$ cat src/rtl/tconv_pkg.sv
package tconv_pkg;
  localparam int ADC_W = 14;
  localparam int RES_W = 16;
  localparam logic [4:0] RSVD_PAT = 5'b11101;

  typedef enum logic [1:0] {
    ST_IDLE  = 2'd0,
    ST_CONV  = 2'd1,
    ST_RECOV = 2'd2
  } seq_state_e;

  // Effective resolution for the two-bit code {bit7, bit0}
  function automatic int unsigned res_bits(input logic [1:0] code);
    case (code)
      2'b00:   res_bits = 14;
      2'b01:   res_bits = 12;
      2'b10:   res_bits = 13;
      default: res_bits = 11;
    endcase
  endfunction

  // Keep the top res_bits of the code, clear the rest, append two zero bits
  function automatic logic [RES_W-1:0] format_result(input logic [1:0] code,
                                                     input logic [ADC_W-1:0] raw);
    logic [ADC_W-1:0] mask;
    mask = {ADC_W{1'b1}} << (ADC_W - res_bits(code));
    format_result = {raw & mask, 2'b00};
  endfunction
endpackage

$ cat src/rtl/tconv_tick.sv
module tconv_tick #(
  parameter int PRESCALE = 4
) (
  input  logic clk,
  input  logic rst_n,
  input  logic run,
  input  logic clr,
  output logic tick
);
  localparam int PW = (PRESCALE > 1) ? $clog2(PRESCALE) : 1;
  localparam logic [PW-1:0] LAST = PW'(PRESCALE - 1);

  logic [PW-1:0] cnt_q, cnt_d;

  assign tick = run && !clr && (cnt_q == LAST);

  always_comb begin
    cnt_d = cnt_q;
    if (clr)       cnt_d = '0;
    else if (run)  cnt_d = (cnt_q == LAST) ? '0 : cnt_q + 1'b1;
  end

  always_ff @(posedge clk or negedge rst_n) begin
    if (!rst_n) cnt_q <= '0;
    else        cnt_q <= cnt_d;
  end

  // ticks only occur while a timed phase runs
  p_tick_needs_run_r4: assert property (@(posedge clk) disable iff (!rst_n)
    tick |-> run);
endmodule

$ cat src/rtl/tconv_cfg_reg.sv
module tconv_cfg_reg
  import tconv_pkg::*;
(
  input  logic       clk,
  input  logic       rst_n,
  input  logic       wr_en,
  input  logic [7:0] wr_data,
  input  logic       sw_reset,
  input  logic       supply_low,
  output logic [1:0] res_code,
  output logic [7:0] rd_data
);
  logic [1:0] res_q, res_d;

  always_comb begin
    res_d = res_q;
    if (sw_reset)   res_d = 2'b00;
    else if (wr_en) res_d = {wr_data[7], wr_data[0]};
  end

  always_ff @(posedge clk or negedge rst_n) begin
    if (!rst_n) res_q <= 2'b00;
    else        res_q <= res_d;
  end

  assign res_code = res_q;
  assign rd_data  = {res_q[1], supply_low, RSVD_PAT, res_q[0]};

  // software reset restores the default resolution whatever else happens
  p_swreset_default_r8: assert property (@(posedge clk) disable iff (!rst_n)
    sw_reset |=> (rd_data[7] == 1'b0) && (rd_data[0] == 1'b0));
  // a write lands in the split resolution field
  p_write_lands_r2: assert property (@(posedge clk) disable iff (!rst_n)
    (wr_en && !sw_reset) |=> (res_code == $past({wr_data[7], wr_data[0]})));
endmodule

$ cat src/rtl/tconv_seq.sv
module tconv_seq
  import tconv_pkg::*;
#(
  parameter int TICKS_14    = 70,
  parameter int TICKS_13    = 40,
  parameter int TICKS_12    = 24,
  parameter int TICKS_11    = 15,
  parameter int TICKS_RECOV = 50
) (
  input  logic             clk,
  input  logic             rst_n,
  input  logic             start,
  input  logic             sw_reset,
  input  logic             tick,
  input  logic [1:0]       res_code,
  input  logic [ADC_W-1:0] adc_code,
  output logic             pre_run,
  output logic             pre_clr,
  output logic             busy,
  output logic             done,
  output logic             ready,
  output logic [RES_W-1:0] result
);
  localparam int MAX_A  = (TICKS_14 > TICKS_13) ? TICKS_14 : TICKS_13;
  localparam int MAX_B  = (TICKS_12 > TICKS_11) ? TICKS_12 : TICKS_11;
  localparam int MAX_C  = (MAX_A > MAX_B) ? MAX_A : MAX_B;
  localparam int MAX_T  = (MAX_C > TICKS_RECOV) ? MAX_C : TICKS_RECOV;
  localparam int CW     = $clog2(MAX_T + 1);

  seq_state_e       state_q, state_d;
  logic [CW-1:0]    cnt_q, cnt_d;
  logic [1:0]       code_q, code_d;
  logic             done_q, done_d;
  logic [RES_W-1:0] result_q, result_d;
  logic [CW-1:0]    conv_last;

  always_comb begin
    case (code_q)
      2'b00:   conv_last = CW'(TICKS_14 - 1);
      2'b01:   conv_last = CW'(TICKS_12 - 1);
      2'b10:   conv_last = CW'(TICKS_13 - 1);
      default: conv_last = CW'(TICKS_11 - 1);
    endcase
  end

  always_comb begin
    state_d  = state_q;
    cnt_d    = cnt_q;
    code_d   = code_q;
    done_d   = 1'b0;
    result_d = result_q;
    pre_clr  = 1'b0;
    if (sw_reset) begin
      state_d = ST_RECOV;
      cnt_d   = '0;
      pre_clr = 1'b1;
    end else begin
      case (state_q)
        ST_IDLE: if (start) begin
          state_d = ST_CONV;
          cnt_d   = '0;
          code_d  = res_code;
          pre_clr = 1'b1;
        end
        ST_CONV: if (tick) begin
          if (cnt_q == conv_last) begin
            state_d  = ST_IDLE;
            done_d   = 1'b1;
            result_d = format_result(code_q, adc_code);
          end else begin
            cnt_d = cnt_q + 1'b1;
          end
        end
        ST_RECOV: if (tick) begin
          if (cnt_q == CW'(TICKS_RECOV - 1)) state_d = ST_IDLE;
          else                               cnt_d   = cnt_q + 1'b1;
        end
        default: state_d = ST_IDLE;
      endcase
    end
  end

  always_ff @(posedge clk or negedge rst_n) begin
    if (!rst_n) begin
      state_q  <= ST_IDLE;
      cnt_q    <= '0;
      code_q   <= 2'b00;
      done_q   <= 1'b0;
      result_q <= '0;
    end else begin
      state_q  <= state_d;
      cnt_q    <= cnt_d;
      code_q   <= code_d;
      done_q   <= done_d;
      result_q <= result_d;
    end
  end

  assign pre_run = (state_q != ST_IDLE);
  assign busy    = (state_q == ST_CONV);
  assign ready   = (state_q != ST_RECOV);
  assign done    = done_q;
  assign result  = result_q;

  // done is a single-cycle pulse marking the end of busy
  p_done_single_r5: assert property (@(posedge clk) disable iff (!rst_n)
    done |=> !done);
  p_done_ends_busy_r5: assert property (@(posedge clk) disable iff (!rst_n)
    done |-> (!busy && $past(busy)));
  // latched word always carries two zero padding bits
  p_result_pad_r6: assert property (@(posedge clk) disable iff (!rst_n)
    done |-> (result[1:0] == 2'b00));
  // a start during a conversion does not restart the tick count
  p_ignore_start_r7: assert property (@(posedge clk) disable iff (!rst_n)
    (busy && start && !sw_reset && !tick) |=> (busy && $stable(cnt_q)));
  // software reset aborts quietly and enters recovery
  p_abort_r8: assert property (@(posedge clk) disable iff (!rst_n)
    sw_reset |=> (!done && !busy && !ready && $stable(result)));
endmodule

$ cat src/rtl/tconv_ctrl.sv
module tconv_ctrl
  import tconv_pkg::*;
#(
  parameter int PRESCALE    = 4,
  parameter int TICKS_14    = 70,
  parameter int TICKS_13    = 40,
  parameter int TICKS_12    = 24,
  parameter int TICKS_11    = 15,
  parameter int TICKS_RECOV = 50
) (
  input  logic        clk,
  input  logic        rst_n,
  input  logic        cfg_wr_en,
  input  logic [7:0]  cfg_wr_data,
  output logic [7:0]  cfg_rd_data,
  input  logic        supply_low,
  input  logic        sw_reset,
  input  logic        start,
  input  logic [13:0] adc_code,
  output logic        busy,
  output logic        done,
  output logic        ready,
  output logic [15:0] result
);
  logic [1:0] res_code;
  logic       tick, pre_run, pre_clr;

  tconv_cfg_reg u_cfg (
    .clk        (clk),
    .rst_n      (rst_n),
    .wr_en      (cfg_wr_en),
    .wr_data    (cfg_wr_data),
    .sw_reset   (sw_reset),
    .supply_low (supply_low),
    .res_code   (res_code),
    .rd_data    (cfg_rd_data)
  );

  tconv_tick #(.PRESCALE(PRESCALE)) u_tick (
    .clk   (clk),
    .rst_n (rst_n),
    .run   (pre_run),
    .clr   (pre_clr),
    .tick  (tick)
  );

  tconv_seq #(
    .TICKS_14    (TICKS_14),
    .TICKS_13    (TICKS_13),
    .TICKS_12    (TICKS_12),
    .TICKS_11    (TICKS_11),
    .TICKS_RECOV (TICKS_RECOV)
  ) u_seq (
    .clk      (clk),
    .rst_n    (rst_n),
    .start    (start),
    .sw_reset (sw_reset),
    .tick     (tick),
    .res_code (res_code),
    .adc_code (adc_code),
    .pre_run  (pre_run),
    .pre_clr  (pre_clr),
    .busy     (busy),
    .done     (done),
    .ready    (ready),
    .result   (result)
  );
endmodule

$ cat config.mk
export PLATFORM = sky130hd
export DESIGN_NAME = tconv_ctrl
export DESIGN_NICKNAME = d
export VERILOG_FILES = /design/src/rtl/tconv_pkg.sv /design/src/rtl/tconv_tick.sv /design/src/rtl/tconv_cfg_reg.sv /design/src/rtl/tconv_seq.sv /design/src/rtl/tconv_ctrl.sv
export SDC_FILE = /design/constraint.sdc
export NUM_CORES = 1
export LEC_CHECK = 0
export BUFFER_PORTS_ARGS = -buffer_cell sky130_fd_sc_hd__buf_4
export CORE_ASPECT_RATIO = 0.75
export CORE_MARGIN = 3
export CORE_UTILIZATION = 55
export DETAILED_ROUTE_END_ITERATION = 8
export GPL_TIMING_DRIVEN = 1
export PLACE_DENSITY = 0.95
export SYNTH_ARGS = -nofsm -noshare
export SYNTH_HDL_FRONTEND = slang
export SYNTH_HIERARCHICAL = 1
export SYNTH_SLANG_ARGS = --single-unit
$ cat constraint.sdc
create_clock -name clk -period 4.63 [get_ports clk]
set_clock_uncertainty 0.2 [all_clocks]
set_input_delay 0.926 -clock clk [delete_from_list [all_inputs] [get_ports clk]]
set_output_delay 0.926 -clock clk [all_outputs]
set_load 0.03 [all_outputs]
* Yosys cells after proc, flatten, opt, wreduce, memory -nomap -nowiden
Index checks and enable logic that the tools add are counted.
Storage, ports and cells: bits in registers 30, logic and storage cells 73, bits of input ports 28, output and inout port bits 27
Operators by class: reduce and logical (&&, ||, !) cells 13, bitwise logic cells 2, shift operators 1, eq/ne operators 15, mux-type cells 32, add/sub/neg operators 3
Operators with widths (number):
- $mux 32 | 4
- $mux 7 | 6
- $pmux 7 s3 | 2
- $shl 14x32->14 const A | 1
- $sub 4x32->32 const A | 1
- $mux 2 | 11
- $and 14x14->14 | 1
- $ne 3x3->1 const B | 4
- $ne 3x2->1 const B | 3
- $pmux 3 s3 | 1
- $add 7x1->7 const B | 1
- $eq 7x6->1 const B | 1
- $eq 7x7->1 | 1
- $mux 1 | 7
- $eq 2x2->1 const B | 3
- $pmux 2 s3 | 1
- $reduce_and 6->1 | 1
- $reduce_bool 2->1 | 3
- $reduce_and 5->1 | 1
- $eq 2x1->1 const B | 2
- $logic_not 2->1 | 2
- $reduce_and 4->1 | 1
- $reduce_bool 4->1 | 1
- $reduce_and 3->1 | 1
- 5 further kinds | 6

* Longest topological paths before layout
depth after elaboration 12, mapped depth 10, gate-level depth less buffers 10

* Cells and area by module
Netlist, hierarchy kept.
Modules (own cells, without submodules):
- tconv_seq | cells an instance 132, area an instance 1529.0 um^2, sequential area each 650.6 um^2, times used 1
- tconv_cfg_reg | cells an instance 16, area an instance 145.1 um^2, sequential area each 50.0 um^2, times used 1
- tconv_tick | cells an instance 10, area an instance 107.6 um^2, sequential area each 50.0 um^2, times used 1

* Worst setup path after synthesis
No wires, ideal clock.
path kind input -> register, start input port sw_reset, end register u_seq.result_q[14] (netlist: u_seq/result[14]), stages on the path 7, path buffers 1, path slack 2088 ps, data arrival time 2217 ps, required time 4305 ps, library setup time 125 ps, cell sequence inv_1 nand2_1 nor2_1 inv_1 nor4_4 buf_8 mux2_4
On the way: longest elaborated chain between the ends 5, elaborated cells on any way between the ends 6
Ends and longest elaborated chain:
- start, declared | line tconv_ctrl.sv:17 | input logic sw_reset,
- $mux 1 | line tconv_seq.sv:53 | if (sw_reset) begin
- via pre_clr | line tconv_ctrl.sv:26 | logic tick, pre_run, pre_clr;
- $logic_not 1->1 | line tconv_tick.sv:15 | assign tick = run && !clr && (cnt_q == LAST);
- $logic_and 1x1->1 (2 in a row) | line tconv_tick.sv:15
- via tick | line tconv_ctrl.sv:26
- $reduce_and 4->1 (no line)
- end signal, assigned | line tconv_seq.sv:95 | result_q <= result_d;
- end, declared | line tconv_seq.sv:34 | logic [RES_W-1:0] result_q, result_d;
The timed path passes the listed nets, and every way through them passes these cells. A chain may end at the register's enable or synchronous reset.

* Final worst setup path
start input port sw_reset, end register u_seq.cnt_q[6]
On the way: longest elaborated chain between the ends 6, elaborated cells on any way between the ends 12
Ends and longest elaborated chain:
- $mux 1 (*) | line tconv_seq.sv:53
- via pre_clr | line tconv_ctrl.sv:26
- $logic_not 1->1 (*) | line tconv_tick.sv:15
- $logic_and 1x1->1 (*) (2 in a row) | line tconv_tick.sv:15
- via tick | line tconv_ctrl.sv:26
- $ne 3x3->1 (no line) or $ne 3x2->1 (tied branches)
- $reduce_and 6->1 (no line) (*)
- end signal, assigned | line tconv_seq.sv:92 | cnt_q <= cnt_d;
- end, declared | line tconv_seq.sv:31 | logic [CW-1:0] cnt_q, cnt_d;
The timed path passes the listed nets; every way through them passes the cells marked *.

==> flow_summary.ini <==
[setup_path]
slowest_delay_ns = 0.35
cp-end-kind = flip-flop
worstPathRequired_ns = 4.59
reg2reg_from = u_seq/state_q[1]
worstPathBufferInverterCount = 2
worstSetupPathType = input pin to flip-flop
r2r_end = u_seq/cnt_q[6]
cpMostUsedCell = nor2_1
cp_slowest_cell = a221o_1
r2r_slack_ns = 2.23
cp_top_family = simple AND/OR/NAND/NOR gates
start_kind = input pin
rr_worst_depth = 10
arrival_ns = 2.49
crit_chain = buf_4 -> inv_1 -> nand2_1 -> nor2_1 -> o21ba_2 -> nor2_1 -> a21oi_2 -> or2_1 -> a221o_1
crit_fanout = 9

[cts]
cts_max_path_buffers = 2
cts_tree = yes
path_clk_slew_ns = 0.06
cts_inserted_buffers = 5
cts.sinks = 30
post_cts_buffers = 0
cts-hold-fix-buffers = 0
clk_latency_ns = 0.28
htree_levels = 2
cts_resized = 0
clockRootBuffer = clkbuf_8

[flow_run]
drv_cap = 0

[power]
power_uw = 661
ir_worst_vdd_v = 0.000234
powerDensity_mw_per_mm2 = 310
p_leak_uw = 0.00110

[placed_design]
hpwlAfterDp_um = 2590
routabilityCongestion = 0.861
post_dp_cell_area_mm2 = 0.00204
io_buffer_count = 39

[drt]
drt_iter0_markers = 129
drcViolationCount = 0
dr.pass1.iters = 4
viasPerCell = 5.40
wirelength_um = 3390
routedWlPerCell_um = 14.4
vias = 1274
ant_nets = 0

[synth]
syn_area_per_cell_um2 = 11.3
seq_area_frac_synth_pct = 42.1
synth_edf_count = 0
synth_compound_area_share_pct = 9.62
ys.warnings.count = 6
synth_area_leader_cell = dfrtp_1
yosys-mux-area-fraction_pct = 14.9
async_flop_share_pct = 100
synthCells = 158
synth_seq_cells = 30
synthAdderAreaFrac_pct = 7.72
synth_common_cells = 30 x dfrtp_1, 12 x nor2_1, 11 x ha_1, 11 x inv_1, 10 x buf_4
synth_ff_type = dfrtp_1
yosys.cell_count.top_type = dfrtp_1
synth_top_area_share_pct = 42.1
synth_top_family_by_area = multiplexers
syn_area_mm2 = 0.00178
synth_xor_area_share_pct = 3.02
synth_cell_type_count = 47
synthSimpleGateAreaFrac_pct = 14.0
synthTopCellsByArea = dfrtp_1 42%, ha_1 7.7%, mux2_4 7.6%, mux2_2 5.1%, buf_4 4.2%

[finish]
drive_gt1_share_pct = 37.4
multiInputGateArea_um2 = 903
seq_area_um2 = 751
fin_area_mm2 = 0.00213
nets = 236
area_growth_pct = 19.8
nFillCells = 210
antenna_cells = 0

[worst_hold_path]
hold_end = u_seq/result[10]
whs_path_depth = 1
worstHoldPathType = flip-flop to flip-flop
holdCritStartpoint = u_seq/result[10]

[die]
die_h_um = 55.3
rows = 17
dieArea_mm2 = 0.00397
start_util_pct = 59.0
core_mm2 = 0.00302
die_x_um = 71.7
ioPinCount = 55

[grt]
grt_overflow_total = 0
grt_pass1_wl_um = 5860
gr-usage-all-layers_pct = 18.9
grt_max_degree = 31
grt_pass1_vias = 1247
antenna_found_initial = 0

[timing]
max_freq_mhz = 396
setup_viol = 0
fin_tns_setup_ns = 0
timing.hold.ws_ns = 0.314
hold_violations = 0
fin_crit_ns = 2.53
rsz0062_at_grt = no
maxSlewViolCount = 0
fin_crit_sh_pct = 54.5

[outcome]
status = complete, no violations
## state kept, by name, summed over array words and instances, names as in the netlist
| name | cells |
|---|---|
| u_tick/cnt_q | 2 |
| u_seq/cnt_q | 7 |
| u_seq/result | 14 |
| u_seq/state_q | 2 |
| u_seq/code_q | 2 |
| u_seq/done | 1 |
| u_cfg/res_code | 2 |
## power breakdown
group          total (µW)  switching, µW  internal (µW)
Clock                 215           94.9            120
Sequential            288           13.2            275
Combinational         158           88.1           70.3
Total                 661            196            465
## metrics by stage
stage | std cells | setup WS, ns | utilization (%)
after floorplan | 162 | 2.09 | -
after global placement | 228 | 1.85 | 67.6
after detailed placement | 228 | 1.83 | 67.6
after CTS | 236 | 2.12 | 70.7
after global routing | 236 | 1.98 | 70.7
final | 236 | 2.10 | 70.7
## metal layers
layer	global-route usage, %	up-vias	part of all wire (%)
met5	0	-	0
met4	5.90	0	0.94
met3	7.09	5	7.2
met2	27.1	42	46
met1	26.3	618	45
li1	-	609	-
## final cells by class
cell class | instances | area share [%]
clock inverter | 1 | 0.234
multi-input combinational | 109 | 42.3
tap | 38 | 2.23
inverter | 11 | 1.93
timing repair buffer | 40 | 14.1
clock buffer | 7 | 4.04
sequential | 30 | 35.2
## worst max path at each step
stage	start	depth (start not counted)	end
floorplan	sw_reset	7	u_seq/result[14]
global placement	sw_reset	9	u_seq/cnt_q[6]
detailed placement	sw_reset	9	u_seq/cnt_q[6]
CTS	sw_reset	9	u_seq/cnt_q[6]
global route	sw_reset	9	u_seq/cnt_q[3]
finish	sw_reset	9	u_seq/cnt_q[6]
## worst reg2reg max path, cell delays in order (launching register included)
cell and delay (ns):
dfrtp_1 0.39, inv_1 0.08, ha_1 0.24, inv_1 0.16
nand2_1 0.08, nor2_1 0.13, o21ba_2 0.20, nor2_1 0.13
a21oi_2 0.09, or2_1 0.26, a221o_1 0.35
## layout by cell type, fill, tap and decap left out, types with 2 or more instances in the layout
master / instances
a221o_1: 2
mux2i_1: 4
buf_4: 40
dfrtp_1: 30
conb_1: 7
nor2b_1: 3
clkbuf_8: 6
nand2_1: 9
a31oi_1: 2
xnor2_1: 2
a21oi_2: 2
nand3_1: 3
and3_1: 2
nand2b_1: 2
o21ai_0: 3
nor3_1: 3
mux2_4: 9
ha_1: 11
nor2_1: 12
inv_1: 11
mux2_2: 8
## cell families (layout without fill, tap and decap cells)
kind of cell,count (synthesis),after routing
AND/OR/NAND/NOR,44,44
flip-flops,30,30
buffers and inverters,23,59
AO/OA/AOI/OAI,22,22
multiplexers,21,21
adder cells (fa/ha/maj),11,11
XOR/XNOR,4,4
other,3,7
(Power assumes the default switching activity.)
